File: src/rtl/priv_ctl_regs.sv
module priv_ctl_regs #(
  parameter int NWIN = 8,
  parameter int ANC_AW = 2,
  parameter logic [7:0] IMPL_VER = 8'h1A
) (
  input  logic              clk,
  input  logic              rst_n,
  input  logic [3:0]        op,
  input  logic [ANC_AW-1:0] anc_sel,
  input  logic [31:0]       src1,
  input  logic [31:0]       src2,
  input  logic              use_imm,
  input  logic [12:0]       imm13,
  input  logic              priv_mode,
  input  logic              tt_load,
  input  logic [7:0]        tt_code,
  output logic [31:0]       rd_data,
  output logic [4:0]        cwp,
  output logic              sup,
  output logic              prev_sup,
  output logic              trap_en,
  output logic [3:0]        irq_level,
  output logic              fpu_en,
  output logic              cop_en,
  output logic              trap_priv,
  output logic              trap_illegal
);

  localparam int NANC = 1 << ANC_AW;
  localparam logic [31:0] WMASK = (NWIN >= 32) ? 32'hFFFF_FFFF : ((32'd1 << NWIN) - 32'd1);

  localparam logic [3:0] OP_RD_STAT = 4'd1;
  localparam logic [3:0] OP_WR_STAT = 4'd2;
  localparam logic [3:0] OP_RD_MASK = 4'd3;
  localparam logic [3:0] OP_WR_MASK = 4'd4;
  localparam logic [3:0] OP_RD_TB   = 4'd5;
  localparam logic [3:0] OP_WR_TB   = 4'd6;
  localparam logic [3:0] OP_RD_ANC  = 4'd7;
  localparam logic [3:0] OP_WR_ANC  = 4'd8;

  logic [4:0]  cwp_q;
  logic        s_q, ps_q, et_q, ef_q, ec_q;
  logic [3:0]  pil_q;
  logic [31:0] mask_q;
  logic [19:0] base_q;
  logic [7:0]  tt_q;
  logic [31:0] anc_q [NANC];

  logic [31:0] op2, wr_val, stat_word, tb_word, rd_next;
  logic        priv_op, fault, bad_cwp;

  assign op2     = use_imm ? {{19{imm13[12]}}, imm13} : src2;
  assign wr_val  = src1 ^ op2;
  assign priv_op = (op >= OP_RD_STAT) && (op <= OP_WR_TB);
  assign fault   = priv_op && !priv_mode;
  assign bad_cwp = {27'd0, wr_val[4:0]} >= 32'(NWIN);

  assign stat_word = {IMPL_VER, 10'd0, ec_q, ef_q, pil_q, s_q, ps_q, et_q, cwp_q};
  assign tb_word   = {base_q, tt_q, 4'd0};

  always_ff @(posedge clk or negedge rst_n) begin
    if (!rst_n) begin
      cwp_q <= '0;
      s_q   <= 1'b1;
      ps_q  <= 1'b0;
      et_q  <= 1'b0;
      pil_q <= '0;
      ef_q  <= 1'b0;
      ec_q  <= 1'b0;
    end else if (op == OP_WR_STAT && !fault && !bad_cwp) begin
      cwp_q <= wr_val[4:0];
      et_q  <= wr_val[5];
      ps_q  <= wr_val[6];
      s_q   <= wr_val[7];
      pil_q <= wr_val[11:8];
      ef_q  <= wr_val[12];
      ec_q  <= wr_val[13];
    end
  end

  always_ff @(posedge clk or negedge rst_n) begin
    if (!rst_n) mask_q <= '0;
    else if (op == OP_WR_MASK && !fault) mask_q <= wr_val;
  end

  always_ff @(posedge clk or negedge rst_n) begin
    if (!rst_n) base_q <= '0;
    else if (op == OP_WR_TB && !fault) base_q <= wr_val[31:12];
  end

  always_ff @(posedge clk or negedge rst_n) begin
    if (!rst_n) tt_q <= '0;
    else if (tt_load) tt_q <= tt_code;
  end

  for (genvar g = 0; g < NANC; g++) begin : g_anc
    always_ff @(posedge clk or negedge rst_n) begin
      if (!rst_n) anc_q[g] <= '0;
      else if (op == OP_WR_ANC && anc_sel == ANC_AW'(g)) anc_q[g] <= wr_val;
    end
  end

  always_comb begin
    rd_next = rd_data;
    if (!fault) begin
      case (op)
        OP_RD_STAT: rd_next = stat_word;
        OP_RD_MASK: rd_next = mask_q & WMASK;
        OP_RD_TB:   rd_next = tb_word;
        OP_RD_ANC:  rd_next = anc_q[anc_sel];
        default:    rd_next = rd_data;
      endcase
    end
  end

  always_ff @(posedge clk or negedge rst_n) begin
    if (!rst_n) begin
      rd_data      <= '0;
      trap_priv    <= 1'b0;
      trap_illegal <= 1'b0;
    end else begin
      rd_data      <= rd_next;
      trap_priv    <= fault;
      trap_illegal <= (op == OP_WR_STAT) && !fault && bad_cwp;
    end
  end

  assign cwp       = cwp_q;
  assign sup       = s_q;
  assign prev_sup  = ps_q;
  assign trap_en   = et_q;
  assign irq_level = pil_q;
  assign fpu_en    = ef_q;
  assign cop_en    = ec_q;

  p_cwp_range_r6: assert property (@(posedge clk) disable iff (!rst_n)
    32'(cwp) < NWIN);

  p_bad_cwp_hold_r6: assert property (@(posedge clk) disable iff (!rst_n)
    (op == OP_WR_STAT && priv_mode && bad_cwp) |=> (trap_illegal && $stable(cwp) && $stable(irq_level)));

  p_priv_hold_r7: assert property (@(posedge clk) disable iff (!rst_n)
    (priv_op && !priv_mode) |=> (trap_priv && $stable(stat_word) && $stable(mask_q) && $stable(base_q) && $stable(rd_data)));

  p_mask_clip_r3: assert property (@(posedge clk) disable iff (!rst_n)
    (op == OP_RD_MASK && priv_mode) |=> ((rd_data & ~WMASK) == 32'd0));

  p_tb_low_r4: assert property (@(posedge clk) disable iff (!rst_n)
    (op == OP_RD_TB && priv_mode) |=> (rd_data[3:0] == 4'd0));

  p_anc_notrap_r9: assert property (@(posedge clk) disable iff (!rst_n)
    (op == OP_RD_ANC || op == OP_WR_ANC) |=> !trap_priv && !trap_illegal);

  p_rd_hold_r2: assert property (@(posedge clk) disable iff (!rst_n)
    (op == 4'd0 || op == OP_WR_STAT || op == OP_WR_MASK || op == OP_WR_TB || op == OP_WR_ANC) |=> $stable(rd_data));

endmodule

File: config.mk
export PLATFORM = sky130hd
export DESIGN_NAME = priv_ctl_regs
export DESIGN_NICKNAME = d
export VERILOG_FILES = /design/src/rtl/priv_ctl_regs.sv
export SDC_FILE = /design/constraint.sdc
export NUM_CORES = 1
export LEC_CHECK = 0
export ABC_AREA = 1
export BUFFER_PORTS_ARGS = -buffer_cell sky130_fd_sc_hd__buf_2
export CAP_MARGIN = 20
export CELL_PAD_IN_SITES_DETAIL_PLACEMENT = 1
export CELL_PAD_IN_SITES_GLOBAL_PLACEMENT = 1
export CORE_ASPECT_RATIO = 1.1
export CORE_MARGIN = 10
export CORE_UTILIZATION = 45
export CTS_CLUSTER_DIAMETER = 50
export DETAILED_ROUTE_END_ITERATION = 8
export PLACE_DENSITY_LB_ADDON = 0.1
export SLEW_MARGIN = 0
export SYNTH_ARGS = -nofsm -noshare
export SYNTH_HDL_FRONTEND = slang
export SYNTH_SLANG_ARGS = --single-unit
File: constraint.sdc
create_clock -name clk -period 1.9 [get_ports clk]
set_input_delay 0.38 -clock clk [delete_from_list [all_inputs] [get_ports clk]]
set_output_delay 0.38 -clock clk [all_outputs]
set_load 0.1 [all_outputs]
==> impl_metrics.yaml, run 1 <==
status:
  status: "completed"
setup_path:
  crit_arrival_ps: 1410
  cpLargestDelayFamily: "buffers and inverters"
  startpoint_type: "flip-flop"
  path_buf_inv: 1
  crit_required_ps: 1520
  end_kind: "output pin"
  slowest_stage: "buf_2"
  cp_cell_sequence: "buf_2"
  path_max_fanout: 3
  slowest_delay_ps: 460
  critical_path_class: "reg2out"
cts:
  post_cts_buffers: 0
  root_buffer: "clkbuf_16"
  clk_pin_slew_ps: 60
  cts_made_buffers: 26
  clock_latency_ps: 540
  h-tree-depth: 1
  cts.path.max_buffers: 3
  cts_tree: "yes"
  numClockSinks: 212
job:
  drv_cap: 0
layout:
  synthToLayoutAreaGrowth_pct: 22.72
  multi_input_area_um2: 4354
  regArea_um2: 5306
  layout.nets: 1638
  drive_gt1_frac: 0.1629
  diodes: 0
  nFillCells: 2842
  instances_no_fill: 1854
  utilization: 0.5640
synth:
  synth_seq_cells: 212
  syn_area_per_cell_um2: 7.368
  yosysTopAreaCellShare: 0.5163
  synthTopCellsByArea: "dfrtp_1 52%, nand2_1 27%, o21ai_0 8.1%, inv_1 2.3%, nand3_1 2.1%"
  syn_inst: 1388
  yosysUniqueCellTypes: 23
  ys_seq_area_frac: 0.5188
  syn_nets: 1484
  syn_area_um2: 10230
  yosys.area.top_type: "dfrtp_1"
  yosysWarnings: 0
timing:
  skew_ps: 21.13
  fin_crit_sh: 0.9420
  worst_slack_ps: 110.2
  hold_viol_final: 0
  max_freq_ghz: 0.5587
  final.min_clock_period_ps: 1790
  tightest_slew_ps: 555.3
  finalSetupViolCount: 0
  holdWs_ps: 63.60
  finalMaxSlewViolations: 0
  rsz0062_at_grt: "false"
  slew_headroom: 0.6271
  final.setup.tns_ps: 0
detailed_routing:
  vias: 9730
  drt-vias-per-instance: 5.248
  wirelength_um: 34550
  ant_nets: 0
  initialDrtViolationCount: 500
  drc: 0
  dr.pass1.iters: 5
  wl_per_cell_um: 18.63
die:
  start_util: 0.4596
  design.core.area_um2: 22250
  rows: 57
  dieArea_um2: 29160
  die_y_um: 178.1
  die_w_um: 163.7
  ios: 144
placed_design:
  dp.cells: 1808
  gp_congestion: 0.8137
  dp_slack_ps: 134.8
  port_buffers: 143
  dpl.hpwl_um: 23790
global_routing:
  grt_usage: 0.2375
  grt_first_pass_wirelength_um: 55730
  grt_antenna_before_repair: 0
  grt_pass1_vias: 10590
  grt_max_degree: 57
  overflow: 0
pwr:
  ir_worst_vdd_v: 0.0005796
  p_per_area_nw_per_um2: 1110
  p_leak_uw: 0.006939
min_path:
  hp-class: "in2reg"
==> state kept, by name, summed over array words and instances, names as in the netlist <==
register and cells:
cop_en 1, irq_level 4, trap_priv 1, mask_q 8
trap_en 1, rd_data 32, cwp 5, tt_q 8
trap_illegal 1, fpu_en 1, sup 1, prev_sup 1
base_q 20, anc_q 128
==> cell type report <==
type,count,area share
tap,295,0.02941
inverter,68,0.02034
sequential,212,0.4228
clock buffer,35,0.05852
timing repair buffer,195,0.1102
multi-input combinational,1039,0.3469
clock inverter,10,0.01186
==> cells in the mapped netlist <==
library cell and count:
nand3b_1 2, dfstp_2 1, nor3_1 1, a21oi_1 2, nand4_1 14, nor2_2 4
clkbuf_1 28, xor2_1 1, buf_4 4, buf_1 1, o21ai_0 166, nand3_1 42
buf_2 31, dfrtp_1 211, inv_2 4, o21ai_1 2, clkbuf_2 5, nor2_1 34
nand2_1 747, xnor2_1 17, nand2_2 3, mux2_2 4, inv_1 64
==> placed cells by master (no fill, tap or decap), types with 2 or more instances in the layout <==
| cell | Yosys | final |
|---|---|---|
| a21oi_1 | 2 | 2 |
| buf_12 | 0 | 21 |
| buf_2 | 31 | 141 |
| buf_4 | 4 | 30 |
| bufinv_16 | 0 | 3 |
| clkbuf_1 | 28 | 4 |
| clkbuf_16 | 0 | 26 |
| clkbuf_8 | 0 | 6 |
| clkinv_2 | 0 | 2 |
| clkinv_4 | 0 | 2 |
| clkinvlp_4 | 0 | 2 |
| dfrtp_1 | 211 | 211 |
| inv_1 | 64 | 64 |
| inv_2 | 4 | 4 |
| mux2_2 | 4 | 4 |
| nand2_1 | 747 | 745 |
| nand2_2 | 3 | 5 |
| nand3_1 | 42 | 42 |
| nand3b_1 | 2 | 2 |
| nand4_1 | 14 | 14 |
| nor2_1 | 34 | 33 |
| nor2_2 | 4 | 5 |
| o21ai_0 | 166 | 166 |
| o21ai_1 | 2 | 2 |
| xnor2_1 | 17 | 17 |
==> what timing repair did <==
item	in CTS	in global routing
hold buffers	1	0
setup endpoints to repair	0	1
hold endpoints to repair	30	0
gates resized for setup	0	1
==> stage by stage <==
step | power, µW | cell area [µm²]
6_report | 13930 | 12550
5_1_grt | 14650 | 12550
4_1_cts | 14040 | 12550
3_5_place_dp | 8909 | 11650
3_3_place_gp | 8757 | 11650
2_1_floorplan | 7882 | 10230
==> where the power goes <==
| part | total (µW) | switching [µW] | internal, µW |
|---|---|---|---|
| Sequential | 5840 | 486 | 5360 |
| Combinational | 3030 | 2160 | 865 |
| Clock | 5060 | 1950 | 3110 |
==> layer usage <==
layer	wire length [µm]	share of wire	vias to the layer above	global-route usage
met1	14080	0.41	4820	0.2798
met2	18080	0.52	231	0.4374
li1	-	-	4628	-
met4	880	0.025	0	0.07191
met3	1508	0.044	51	0.03182
met5	0	0	-	0
==> logic make-up after synthesis <==
| group | synth area share |
|---|---|
| simple gates | 0.3220 |
| xor+xnor | 0.01541 |
| mux | 0.004404 |
| buf+inv | 0.05615 |
| compound gates | 0.08319 |
| flops | 0.5188 |
==> worst paths after layout <==
kind | from | end | slack (ps) | cells past startpoint
max | cwp[1] | cwp[1] | 110 | 1
min | tt_code[2] | tt_q[2] | 60 | 3
max reg2reg | anc_q[0] | rd_data[0] | 740 | 4
min reg2reg | rd_data[20] | rd_data[20] | 480 | 2
max in group asynchronous | rst_n | sup | 910 | 3
min in group asynchronous | rst_n | base_q[5] | 340 | 2
No activity file was read; power rests on OpenSTA's default activity.
==> run 2, diff against run 1 <==
--- a/config.mk
+++ b/config.mk
@@ -12,7 +12,8 @@
 export CELL_PAD_IN_SITES_GLOBAL_PLACEMENT = 1
 export CORE_ASPECT_RATIO = 1.1
 export CORE_MARGIN = 10
-export CORE_UTILIZATION = 45
+export CORE_UTILIZATION = 47
+export CTS_BUF_LIST = sky130_fd_sc_hd__clkbuf_4 sky130_fd_sc_hd__clkbuf_8
 export CTS_CLUSTER_DIAMETER = 50
 export DETAILED_ROUTE_END_ITERATION = 8
 export PLACE_DENSITY_LB_ADDON = 0.1
==> run 2 against run 1 <==
Power down 5.3%. Routed wire length up 0.50%. Clock skew down 4.4 ps. Clock power down 15%. Maximum frequency down 0.32%. Die area down 3.8%. Largest power group unchanged. Highest routed layer unchanged.
==> impl_metrics.yaml, run 2 (synthesis results as in run 1) <==
cts:
  post_cts_buffers: 0
  root_buffer: "clkbuf_8"
  clock_latency_ps: 540
  cts_made_buffers: 37
  cts.path.max_buffers: 3
  h-tree-depth: 2
  cts_tree: "yes"
  clk_pin_slew_ps: 60
  numClockSinks: 212
detailed_routing:
  drc: 0
  wl_per_cell_um: 18.64
  ant_nets: 0
  vias: 9803
  drt-vias-per-instance: 5.262
  dr.pass1.iters: 5
  wirelength_um: 34720
  initialDrtViolationCount: 433
setup_path:
  cpLargestDelayFamily: "buffers and inverters"
  path_buf_inv: 1
  end_kind: "output pin"
  critical_path_class: "reg2out"
  cp.depth: 1
  r2r-end: "rd_data[9]"
  reg2reg_from: "anc_q[73]"
  path_max_fanout: 2
  ff2ff_path_depth: 8
  crit_required_ps: 1520
  slowest_delay_ps: 460
  crit_arrival_ps: 1420
  reg2reg_slack_ps: 780
  startpoint_type: "flip-flop"
  cp_cell_sequence: "buf_2"
  slowest_stage: "buf_2"
placed_design:
  dp.cells: 1801
  port_buffers: 143
  gp_congestion: 0.8988
  dpl.hpwl_um: 24170
pwr:
  power_frac_comb: 0.231
  p_per_area_nw_per_um2: 1071
  swShare: 0.3489
  p_leak_uw: 0.006869
  power.switching_uw: 4600
  p_seq_frac: 0.443
  ir_worst_vdd_v: 0.0006007
  power.clock.fraction: 0.325
  power.internal_uw: 8584
layout:
  regMostFlops: "anc_q"
  instances_no_fill: 1863
  largest_reg_flops: 128
  final_common_cell: "nand2_1"
  mostFrequentLayoutCells: "745 x nand2_1, 211 x dfrtp_1, 166 x o21ai_0, 141 x buf_2, 64 x inv_1"
  nFillCells: 2748
  synthToLayoutAreaGrowth_pct: 20.42
  diodes: 0
  top_regs: "anc_q (128), rd_data (32), base_q (20)"
  drive_gt1_frac: 0.1729
  layout.nets: 1647
timing:
  skew_ps: 16.76
  final.setup.tns_ps: 0
  slew_headroom: 0.6544
  max_freq_ghz: 0.5569
  finalMaxSlewViolations: 0
  tightest_slew_ps: 522.0
  rsz0062_at_grt: "false"
  final.min_clock_period_ps: 1796
  holdWs_ps: 52.88
  fin_crit_sh: 0.9450
  finalSetupViolCount: 0
  hold_viol_final: 0
die:
  die_y_um: 174.7
  rows: 56
  design.core.area_um2: 21370
  die_w_um: 160.7
  start_util: 0.4786
  dieArea_um2: 28070
  ios: 144
global_routing:
  grt_pass1_vias: 10940
  grt_max_degree: 56
  overflow: 0
  grt_first_pass_wirelength_um: 56430
  grt_antenna_before_repair: 0
  grt_usage: 0.2475
min_path:
  min_to: "tt_q[1]"
  min_from: "tt_code[1]"
  hp-class: "in2reg"
  min_path_cells: 3
job:
  drv_cap: 0
status:
  status: "completed"
run 2: cell types whose count changed in the layout (fill, tap and decap cells not counted):
cell / before / now
clkbuf_8: 6 / 46
clkbuf_16: 26 / 0
buf_12: 21 / 15
buf_4: 30 / 35
clkinv_2: 2 / 7
clkbuf_1: 4 / 0
clkbuf_4: 1 / 5
bufinv_16: 3 / 1
clkinv_4: 2 / 0
clkinv_8: 1 / 0
clkinvlp_4: 2 / 3
run 2: layout make-up:
| type | count | area [µm²] | area share |
|---|---|---|---|
| clock inverter | 11 | 87.58 | 0.007112 |
| clock buffer | 50 | 656.9 | 0.05334 |
| inverter | 68 | 255.2 | 0.02073 |
| multi-input combinational | 1039 | 4354 | 0.3535 |
| tap | 290 | 362.8 | 0.02946 |
| sequential | 212 | 5306 | 0.4309 |
| timing repair buffer | 193 | 1292 | 0.1049 |
run 2: routing by layer:
metal	share of wire	up-vias	global-route usage	routed length (µm)
met3	0.052	91	0.04866	1822
met4	0.048	0	0.1260	1680
li1	-	4653	-	-
met2	0.50	254	0.4354	17390
met5	0	-	0	0
met1	0.40	4805	0.2791	13830
run 2: worst max path at each step:
| stage | start | slack, ps | endpoint |
|---|---|---|---|
| 4_1_cts | rd_data[12] | 110 | rd_data[12] |
| 2_1_floorplan | anc_sel[0] | 430 | rd_data[21] |
| 5_1_grt | cop_en | 90 | cop_en |
| 6_report | rd_data[2] | 100 | rd_data[2] |
| 3_5_place_dp | use_imm | 150 | anc_q[100] |
| 3_3_place_gp | use_imm | 240 | fpu_en |
run 2: repair_timing:
item                                   in CTS  in global routing
resized for setup                           1                  0
endpoints found under the hold margin      41                  0
hold buffers                                1                  0
setup endpoints to repair                   1                  0
run 2: power groups by stage:
stage               logic (µW)  registers (µW)  clock network, µW
floorplan                 1320            6560                  0
global placement          2910            5850                  0
detailed placement        3050            5900                  0
CTS                       3080            5840               4360
global route              3390            5940               4560
finish                    3050            5840               4290
run 2: per-stage QoR:
step	power, µW	instance area [µm²]	utilization	worst slack [ps]
after floorplan	7882	10230	-	429.0
after detailed placement	8945	11560	0.5409	148.5
final	13180	12320	0.5763	104.4
after global routing	13890	12320	0.5763	86.44
after global placement	8764	11560	0.5409	243.0
after CTS	13290	12320	0.5763	105.7
